--- config.mk ---
export PLATFORM = sky130hd
export DESIGN_NAME = tmr16_bridge
export DESIGN_NICKNAME = d
export VERILOG_FILES = /design/src/rtl/tmr16_bridge_pkg.sv /design/src/rtl/tmr16_bridge_ctrl.sv /design/src/rtl/tmr16_bridge_dp.sv /design/src/rtl/tmr16_bridge.sv
export SDC_FILE = /design/constraint.sdc
export NUM_CORES = 1
export LEC_CHECK = 0
export ABC_AREA = 1
export BUFFER_PORTS_ARGS = -buffer_cell sky130_fd_sc_hd__buf_2
export CAP_MARGIN = 20
export CORE_MARGIN = 2
export CORE_UTILIZATION = 39
export DETAILED_ROUTE_END_ITERATION = 16
export MAX_ROUTING_LAYER = met4
export PLACE_DENSITY = 0.87
export SLEW_MARGIN = 20
export SYNTH_ARGS = -nofsm -noshare
export SYNTH_HDL_FRONTEND = slang
export SYNTH_SLANG_ARGS = --single-unit
export TNS_END_PERCENT = 1
--- constraint.sdc ---
create_clock -name clk -period 2.45 [get_ports clk]
set_clock_uncertainty 0.2 [all_clocks]
set_input_delay 0.245 -clock clk [delete_from_list [all_inputs] [get_ports clk]]
set_output_delay 0.245 -clock clk [all_outputs]
set_load 0.005 [all_outputs]
--- src/rtl/tmr16_bridge_pkg.sv ---
package tmr16_bridge_pkg;
  localparam int NREG  = 4;
  localparam int SEL_W = $clog2(NREG);

  typedef struct packed {
    logic              holdFromBus;  // upper-byte write
    logic              commit;       // lower-byte write
    logic              holdFromLive; // lower-byte read
    logic              rdLow;
    logic              rdHigh;
    logic [SEL_W-1:0]  sel;
  } bridgeStrb_t;
endpackage

--- src/rtl/tmr16_bridge_ctrl.sv ---
module tmr16_bridge_ctrl
  import tmr16_bridge_pkg::*;
#(
  parameter int ADDR_W = 8,
  parameter logic [ADDR_W-1:0] BASE_ADDR = 8'h84
) (
  input  logic [ADDR_W-1:0] busAddr,
  input  logic              busWr,
  input  logic              busRd,
  output bridgeStrb_t       strb
);
  localparam logic [ADDR_W-1:0] SPAN = ADDR_W'(2 * NREG);

  logic [ADDR_W-1:0] offset;
  logic              hit;
  logic              rdOnly;

  assign offset = busAddr - BASE_ADDR;
  assign hit    = (busAddr >= BASE_ADDR) && (offset < SPAN);
  assign rdOnly = busRd && !busWr;

  always_comb begin
    strb              = '0;
    strb.sel          = offset[SEL_W:1];
    strb.holdFromBus  = hit && busWr && offset[0];
    strb.commit       = hit && busWr && !offset[0];
    strb.holdFromLive = hit && rdOnly && !offset[0];
    strb.rdLow        = hit && rdOnly && !offset[0];
    strb.rdHigh       = hit && rdOnly && offset[0];
  end
endmodule

--- src/rtl/tmr16_bridge_dp.sv ---
module tmr16_bridge_dp
  import tmr16_bridge_pkg::*;
#(
  parameter int DATA_W = 8
) (
  input  logic                           clk,
  input  logic                           rstN,
  input  bridgeStrb_t                    strb,
  input  logic [DATA_W-1:0]              busWrData,
  input  logic [NREG-1:0][2*DATA_W-1:0]  liveWords,
  output logic [DATA_W-1:0]              busRdData,
  output logic [NREG-1:0]                regWrStrobe,
  output logic [2*DATA_W-1:0]            regWrWord
);
  logic [DATA_W-1:0]   holdByte;
  logic [2*DATA_W-1:0] liveSel;

  assign liveSel = liveWords[strb.sel];

  always_ff @(posedge clk) begin
    if (!rstN)                  holdByte <= '0;
    else if (strb.holdFromBus)  holdByte <= busWrData;
    else if (strb.holdFromLive) holdByte <= liveSel[2*DATA_W-1:DATA_W];
  end

  always_comb begin
    busRdData = '0;
    if (strb.rdLow)       busRdData = liveSel[DATA_W-1:0];
    else if (strb.rdHigh) busRdData = holdByte;
  end

  assign regWrWord = {holdByte, busWrData};

  for (genvar i = 0; i < NREG; i++) begin : g_strobe
    assign regWrStrobe[i] = strb.commit && (strb.sel == SEL_W'(i));
  end
endmodule

--- src/rtl/tmr16_bridge.sv ---
module tmr16_bridge
  import tmr16_bridge_pkg::*;
#(
  parameter int ADDR_W = 8,
  parameter int DATA_W = 8,
  parameter logic [ADDR_W-1:0] BASE_ADDR = 8'h84
) (
  input  logic                clk,
  input  logic                rstN,
  input  logic [ADDR_W-1:0]   busAddr,
  input  logic [DATA_W-1:0]   busWrData,
  input  logic                busWr,
  input  logic                busRd,
  input  logic [2*DATA_W-1:0] cntLive,
  input  logic [2*DATA_W-1:0] cmpALive,
  input  logic [2*DATA_W-1:0] cmpBLive,
  input  logic [2*DATA_W-1:0] capLive,
  output logic [DATA_W-1:0]   busRdData,
  output logic [NREG-1:0]     regWrStrobe,
  output logic [2*DATA_W-1:0] regWrWord
);
  bridgeStrb_t                   strb;
  logic [NREG-1:0][2*DATA_W-1:0] liveWords;

  assign liveWords = {capLive, cmpBLive, cmpALive, cntLive};

  tmr16_bridge_ctrl #(.ADDR_W(ADDR_W), .BASE_ADDR(BASE_ADDR)) uCtrl (
    .busAddr(busAddr), .busWr(busWr), .busRd(busRd), .strb(strb)
  );

  tmr16_bridge_dp #(.DATA_W(DATA_W)) uDp (
    .clk(clk), .rstN(rstN), .strb(strb), .busWrData(busWrData),
    .liveWords(liveWords), .busRdData(busRdData),
    .regWrStrobe(regWrStrobe), .regWrWord(regWrWord)
  );
endmodule

-- Word level (Yosys, flattened, before mapping)
Cells that the tools add are included.
Widths: inputs -> output; s select.
- register bits: 8
- latch bits: 0
- bits in writable memories: 0
- memory bits (read-only): 0
- input bits: 84
- output and inout bits: 28
- word-level logic and storage cells: 30
- memories: 0
- add/sub/neg operators: 1
- multipliers: 0
- divide/modulo/power cells: 0
- magnitude comparators: 3
- equality and inequality tests: 3
- shifts and indexed selects: 0
- muxes and demuxes: 6
- bitwise operators: 0
- reductions and logical operators: 16
- operator list (operator ; count):
    $bmux 16 s2 ; 1
    $mux 8 ; 4
    $mux 16 ; 1
    $logic_and 1x1->1 ; 12
    $ge 8x8->1 const B ; 1
    $lt 8x4->1 const B ; 1
    $sub 8x8->8 const B ; 1
    $eq 2x2->1 const B ; 2
    $lt 2x3->1 const B ; 1
    $eq 2x1->1 const B ; 1
    $logic_not 1->1 ; 2
    $logic_not 2->1 ; 1
    $reduce_bool 2->1 ; 1

-- Logic depth before layout (Yosys ltp)
Gate-level depths: netlist (run 1).
- word-level depth: 7
- gate-level depth with buffers: 12
- gate-level depth less buffers: 11

-- Modules after synthesis
A second synthesis (run 1) with hierarchy kept.
- cells, all modules: 230
- area total of the unflattened synthesis: 1188.6 um^2
- by module, submodules not included (module ; times used ; cells an instance ; area each (um^2) ; sequential area each (um^2)):
    tmr16_bridge_dp ; 1 ; 202 ; 1059.8 ; 160.2
    tmr16_bridge_ctrl ; 1 ; 28 ; 128.9 ; 0.0

-- Worst setup path after synthesis (run 1)
Ideal clock, no wire load.
- kind: input to output
- from: in busAddr[2]
- to: out busRdData[5]
- data arrival time: 1427 ps
- data required time: 2005 ps
- path slack: 578 ps
- stages on the path: 8
- buffers on the path: 1
- path through: inv_2 > ha_1 > nand3_1 > nor2_2 > nand4_4 > buf_2 > a21o_1 > o21ai_1
- longest elaborated chain between the ends: 7
- elaborated cells on any way between the ends: 11
- classes of those cells: add/sub (1); order compare (2); mux (4); reduce/logical (4)
- RTL lines (what ; RTL line ; RTL):
    from (decl) ; tmr16_bridge.sv:10 ; input logic [ADDR_W-1:0] busAddr,
    $sub 8x8->8 ; tmr16_bridge_ctrl.sv:18 ; assign offset = busAddr - BASE_ADDR;
    $lt 8x4->1 ; tmr16_bridge_ctrl.sv:19 ; assign hit = (busAddr >= BASE_ADDR) && (offset < SPAN);
    $logic_and 1x1->1 ; tmr16_bridge_ctrl.sv:19 ;
    $logic_and 1x1->1 ; tmr16_bridge_ctrl.sv:28, tmr16_bridge_ctrl.sv:29 ;
    $logic_and 1x1->1 ; tmr16_bridge_ctrl.sv:29 ; strb.rdHigh = hit && rdOnly && offset[0];
    $mux 8 ; tmr16_bridge_dp.sv:29 ; else if (strb.rdHigh) busRdData = holdByte;
    $mux 8 * ; tmr16_bridge_dp.sv:28 ; if (strb.rdLow) busRdData = liveSel[DATA_W-1:0];
    to (decl) ; tmr16_bridge.sv:18 ; output logic [DATA_W-1:0] busRdData,
Every way passes the cells marked *; elsewhere a longest branch is shown, timed or not. The select of a mux whose other input is x is not followed.

-- Final worst setup path (run 1)
- from: in busAddr[2]
- to: out busRdData[6]
The elaborated chain is that of the path after synthesis.

==> results.yml, run 1 <==
power:
  p_leak_nw: 1.01
  peakVddDrop_mv: 0.209
  p_switching_uw: 133
  p_clk_share_pct: 25.1
  p_int_uw: 275
  pwr-share-seq_pct: 32.6
  p_total_uw: 408
  p_sw_share_pct: 32.7
  powerDensity_nw_per_um2: 245
  pwr-share-comb_pct: 42.3
cells_and_area:
  drive_above_1_share_pct: 41.8
  finish.instance_area_um2: 1670
  areaGrowthSynthToFinish_pct: 48.5
  fill_cells: 282
  regMostFlops: "uDp.holdByte"
  diodes: 0
  seq_area_um2: 160
  fin_nets: 386
  largest_reg_flops: 8
  fin_cells: 330
  multi_input_area_um2: 762
  top_regs: "uDp.holdByte (8)"
grt:
  antenna_found_initial: 0
  grt_first_pass_wirelength_um: 6090
  grt_start_max_net_pins: 18
  grt_overflow: 0
  track_usage_pct: 23.4
  grt_pass1_vias: 1520
critical_path:
  worstSetupStartpointType: "input port"
  path_cells: "buf_2 -> inv_2 -> ha_1 -> nand3_1 -> nor2_2 -> and2_1 -> nand3_1 -> o22ai_1 -> buf_2"
  slowest_delay_ps: 270
  worstSetupEndpointType: "output pin"
  cp_max_fo: 8
  slowest_stage: "ha_1"
  arrival_ps: 1900
  crit_required_ps: 2010
  worstSetupPathType: "in2out"
  ff2ff_setup_slack_ps: 1550
synthesis:
  syn_area_per_cell_um2: 5.70
  ys_async_sr_fraction_pct: 0
  synth_commonest_cells: "53 x nand2_1, 28 x nor2_1, 25 x inv_1"
  yosysSeqAreaShare_pct: 14.3
  synthesis.area_um2: 1120
  syn_inst: 197
  ys_warn_count: 0
  synth_ff_type: "dfxtp_1"
  synth_area_leaders: "nand2_1 18%, a22oi_1 15%, dfxtp_1 14%, nor2_1 9.4%, inv_1 8.4%"
  syn_nets: 282
  ys_ff_latch: 8
  ys_types: 21
  yosysTopAreaCell: "nand2_1"
  synth-edff-count: 0
  yosysTopAreaCellShare_pct: 17.7
  yosysMostFrequentCell: "nand2_1"
route:
  via_per_inst: 4.97
  first_pass_iters: 4
  routed_wl_um: 3920
  num_vias: 1639
  drc: 0
  wl_per_cell_um: 11.9
  drt-initial-drc-count: 68
  ant_nets: 0
clock_tree:
  cts_buffers: 3
  clock_path_buffers: 2
  ctsResizeCount: 0
  cts_tree: "yes"
  h-tree-depth: 1
  clkSinkCount: 8
  path_clk_slew_ps: 60
  hold_buffers: 0
  post_cts_buffers: 0
  root_buffer: "clkbuf_4"
  clock_latency_ps: 250
placement:
  place.gp.congestion: 0.793
  postPlaceCellArea_um2: 1640
  place_inst: 327
  place_hpwl_um: 3170
  port_buffers: 111
  post-place-ws_ps: 120
timing:
  maxSlewViolCount: 0
  max_freq_mhz: 427
  hold_viol: 0
  tns_ps: 0
  relSlewSlack_pct: 51.1
  min_period_ps: 2340
  setup_viol: 0
  rsz0062_at_grt: "no"
  fin_crit_sh_pct: 95.6
  worst_slack_ps: 107
  worst_pin_slew_ps: 731
floorplan:
  dieArea_um2: 3320
  rows: 19
  pin_count: 112
  die_h_um: 57.6
  core_area_um2: 2730
  start_util_pct: 41.1
  die_w_um: 57.6
hold_path:
  hp-class: "in2reg"
run_status:
  outcome: "finished, final reports clean"
flow_run:
  cap_violations: 0
-- layout by cell type (no fill, tap or decap) --
cell / synthesis / layout
a21o_1: 7 / 7
a21oi_1: 1 / 1
a22oi_1: 23 / 23
and2_1: 1 / 1
buf_2: 7 / 111
buf_4: 9 / 4
clkbuf_4: 0 / 3
dfxtp_1: 8 / 8
ha_1: 1 / 1
inv_1: 25 / 25
inv_2: 1 / 1
nand2_1: 53 / 53
nand2_2: 1 / 1
nand3_1: 12 / 12
nand4_1: 4 / 4
nand4_4: 2 / 2
nor2_1: 28 / 28
nor2_2: 3 / 3
nor3_1: 3 / 3
o21ai_0: 6 / 6
o21ai_1: 1 / 1
o22ai_1: 1 / 1
-- power by group through the flow --
| stage | Clock, mW | Sequential (mW) | Combinational, mW |
|---|---|---|---|
| 3_3_place_gp | 0 | 0.136 | 0.168 |
| 3_5_place_dp | 0 | 0.136 | 0.172 |
| 6_report | 0.103 | 0.133 | 0.173 |
| 2_1_floorplan | 0 | 0.136 | 0.0862 |
| 5_1_grt | 0.107 | 0.133 | 0.193 |
| 4_1_cts | 0.105 | 0.133 | 0.173 |
-- path summary, 6_finish.rpt --
kind / endpoint / cells past startpoint / startpoint
hold reg to reg: uDp.holdByte[5] / 4 / uDp.holdByte[5]
setup / recovery: busRdData[6] / 9 / busAddr[2]
setup reg to reg: uDp.holdByte[3] / 4 / uDp.holdByte[3]
hold / removal: uDp.holdByte[2] / 3 / rstN
-- layout make-up --
cell class,instances,area share (%)
Clock buffer,3,1.35
Tap cell,31,2.33
Timing Repair Buffer,115,35.1
Inverter,26,5.86
Multi-Input combinational cell,147,45.7
Sequential cell,8,9.61
-- kinds of logic (layout without fill, tap and decap cells) --
kind of cell	after synthesis	count (layout)	synth area share (%)
buffers and inverters	42	144	17.8
adder cells (fa/ha/maj)	1	1	1.11
flip-flops	8	8	14.3
AND/OR/NAND/NOR	107	107	42.6
AO/OA/AOI/OAI	39	39	24.2
-- stage by stage --
stage / hold WS (ps) / util, %
2_1_floorplan: 281 / -
3_3_place_gp: 357 / 60.1
3_5_place_dp: 360 / 60.1
4_1_cts: 90.6 / 61.0
5_1_grt: 121 / 61.0
6_report: 93.4 / 61.0
-- per-layer routing --
layer | global-route usage, % | routed length, um | vias to the layer above
met5 | - | 0 | -
met4 | 5.65 | 40 | 0
met3 | 0.893 | 331 | 6
met2 | 46.1 | 2060 | 82
met1 | 25.4 | 1490 | 703
li1 | - | - | 848
-- critical path, delay by kind of cell --
kind | cells | cell delay [ps]
fa+ha+maj | 1 | 270
simple gates | 4 | 750
compound gates | 1 | 270
buf+inv | 3 | 360
No activity file was read; power rests on OpenSTA's default activity.
==> run 2: changes to the inputs <==
ABC_AREA = default   (was 1)
CORE_UTILIZATION = 38   (was 39)
PLACE_DENSITY = 0.86   (was 0.87)
==> results.yml, run 2 <==
synthesis:
  synth_ff_type: "dfxtp_1"
  synth_area_leaders: "mux4_2 33%, dfxtp_1 15%, a311oi_1 6.5%, o2bb2ai_1 6.5%, buf_4 5.6%"
  synth_compound_area_share_pct: 21.6
  synthesis.area_um2: 1080
  yosysTopAreaCellShare_pct: 33.4
  yosysTopAreaCell: "mux4_2"
  yosysSeqAreaShare_pct: 14.8
  syn_area_per_cell_um2: 9.56
  synth-edff-count: 0
  syn_nets: 198
  synthAdderAreaFrac_pct: 1.16
  synth_xor_area_share_pct: 0.811
  ys_ff_latch: 8
  syn_inst: 113
  muxShareOfSynthArea_pct: 33.4
  ys_types: 29
  ys_warn_count: 0
  synthSimpleGateAreaFrac_pct: 13.6
  ys_async_sr_fraction_pct: 0
  synth_commonest_cells: "16 x mux4_2, 12 x inv_1, 9 x nand3_1"
  synth_top_family_by_area: "multiplexers"
  yosysMostFrequentCell: "mux4_2"
cells_and_area:
  final_common_cell: "buf_2"
  drive_above_1_share_pct: 63.7
  fill_cells: 262
  utilization_pct: 59.3
  layout_common_cells: "111 x buf_2, 16 x mux4_2, 12 x inv_1, 9 x nand3_1"
  regMostFlops: "uDp.holdByte"
  areaGrowthSynthToFinish_pct: 50.1
  diodes: 0
  largest_reg_flops: 8
  fin_nets: 302
  top_regs: "uDp.holdByte (8)"
clock_tree:
  ctsResizeCount: 0
  post_cts_buffers: 0
  clock_path_buffers: 2
  path_clk_slew_ps: 50
  clock_latency_ps: 250
  cts_tree: "yes"
  cts_buffers: 3
  root_buffer: "clkbuf_4"
  h-tree-depth: 1
  hold_buffers: 0
  clkSinkCount: 8
timing:
  hold_viol: 0
  maxSlewViolCount: 0
  hold_slack_ps: 81.1
  tns_ps: 0
  fin_crit_sh_pct: 91.1
  worst_pin_slew_ps: 598
  rsz0062_at_grt: "no"
  max_freq_mhz: 448
  min_period_ps: 2230
  relSlewSlack_pct: 59.9
  setup_viol: 0
floorplan:
  rows: 19
  core_area_um2: 2730
  pin_count: 112
  dieArea_um2: 3280
  die_w_um: 57.3
  die_h_um: 57.3
  start_util_pct: 39.5
critical_path:
  cp_max_fo: 10
  worstSetupStartpointType: "input port"
  arrival_ps: 1790
  worstSetupPathType: "in2out"
  crit_required_ps: 2010
  worstSetupEndpointType: "output pin"
grt:
  grt_first_pass_wirelength_um: 5640
  global_route.usage.met1_pct: 23.1
  grt_overflow: 0
  busiest_layer: "met2"
  met3_usage_pct: 3.63
  track_usage_pct: 23.2
  grt_start_max_net_pins: 19
  grt_pass1_vias: 1279
  antenna_found_initial: 0
  grt_util_met2_pct: 44.5
run_status:
  outcome: "finished, final reports clean"
route:
  drc: 0
  first_pass_iters: 4
  via_per_inst: 5.53
  num_vias: 1360
  routed_wl_um: 3640
  drt-initial-drc-count: 68
  wl_per_cell_um: 14.8
  ant_nets: 0
placement:
  place_hpwl_um: 3260
  place.gp.congestion: 0.794
  port_buffers: 111
power:
  peakVddDrop_mv: 0.216
  pwr-share-seq_pct: 31.8
  p_switching_uw: 122
  p_clk_share_pct: 23.4
  powerDensity_nw_per_um2: 259
  p_int_uw: 297
  pwr-share-comb_pct: 44.8
  p_leak_nw: 0.823
  p_sw_share_pct: 29.2
hold_path:
  hp-class: "in2reg"
flow_run:
  cap_violations: 0
## run 2: metal layers
metal  wire (um)  share of wire [%]  vias up
met1        1240                 34      629
li1            -                  -      649
met3         291                8.0        8
met5           0                  0        -
met2        2040                 56       74
met4          78                2.1        0
## run 2: layout make-up
cell class / count / area, um^2 / share of cell area (%)
flip-flops and latches: 8 / 160 / 9.88
inverters: 12 / 45.0 / 2.78
clock buffers: 3 / 22.5 / 1.39
well taps: 31 / 38.8 / 2.39
repair buffers: 116 / 593 / 36.6
multi-input cells: 76 / 761 / 46.9
## run 2: worst paths after layout
path                   startpoint  slack (ps)         endpoint  cells past startpoint
setup / recovery       busAddr[2]         220     busRdData[5]                      7
hold / removal       busWrData[2]          80  uDp.holdByte[2]                      3
setup reg to reg  uDp.holdByte[3]        1450  uDp.holdByte[3]                      2
hold reg to reg   uDp.holdByte[0]         330  uDp.holdByte[0]                      2
## run 2: power groups by stage
stage               Clock, mW  Sequential [mW]  Combinational (mW)
finish                 0.0981            0.134               0.188
global route            0.105            0.134               0.205
CTS                     0.100            0.133               0.189
detailed placement          0            0.136               0.189
global placement            0            0.136               0.184
floorplan                   0            0.136               0.103
## run 2: critical path, cell delays in order
cell and delay (ps):
buf_2 110, buf_4 170, o31ai_1 250, nand4_1 200, or3_1 510, o2bb2ai_1 180, buf_2 120
## run 2: metrics by stage
step           setup slack (ps)  area (um^2)  instances  power (mW)
2_1_floorplan              8.96         1090        113       0.239
6_report                    217         1620        246       0.419
4_1_cts                     197         1620        246       0.423
5_1_grt                    22.6         1620        246       0.444
3_5_place_dp                196         1600        243       0.325
3_3_place_gp                244         1600        243       0.320
## run 2: kinds of logic (layout without fill, tap and decap cells)
group	after synthesis	after routing
buffers and inverters	29	131
muxes	16	16
xor gates and xnor gates	1	1
DFF	8	8
adders and majority gates	1	1
AOI/OAI and AO/OA	34	34
and+or+nand+nor	24	24
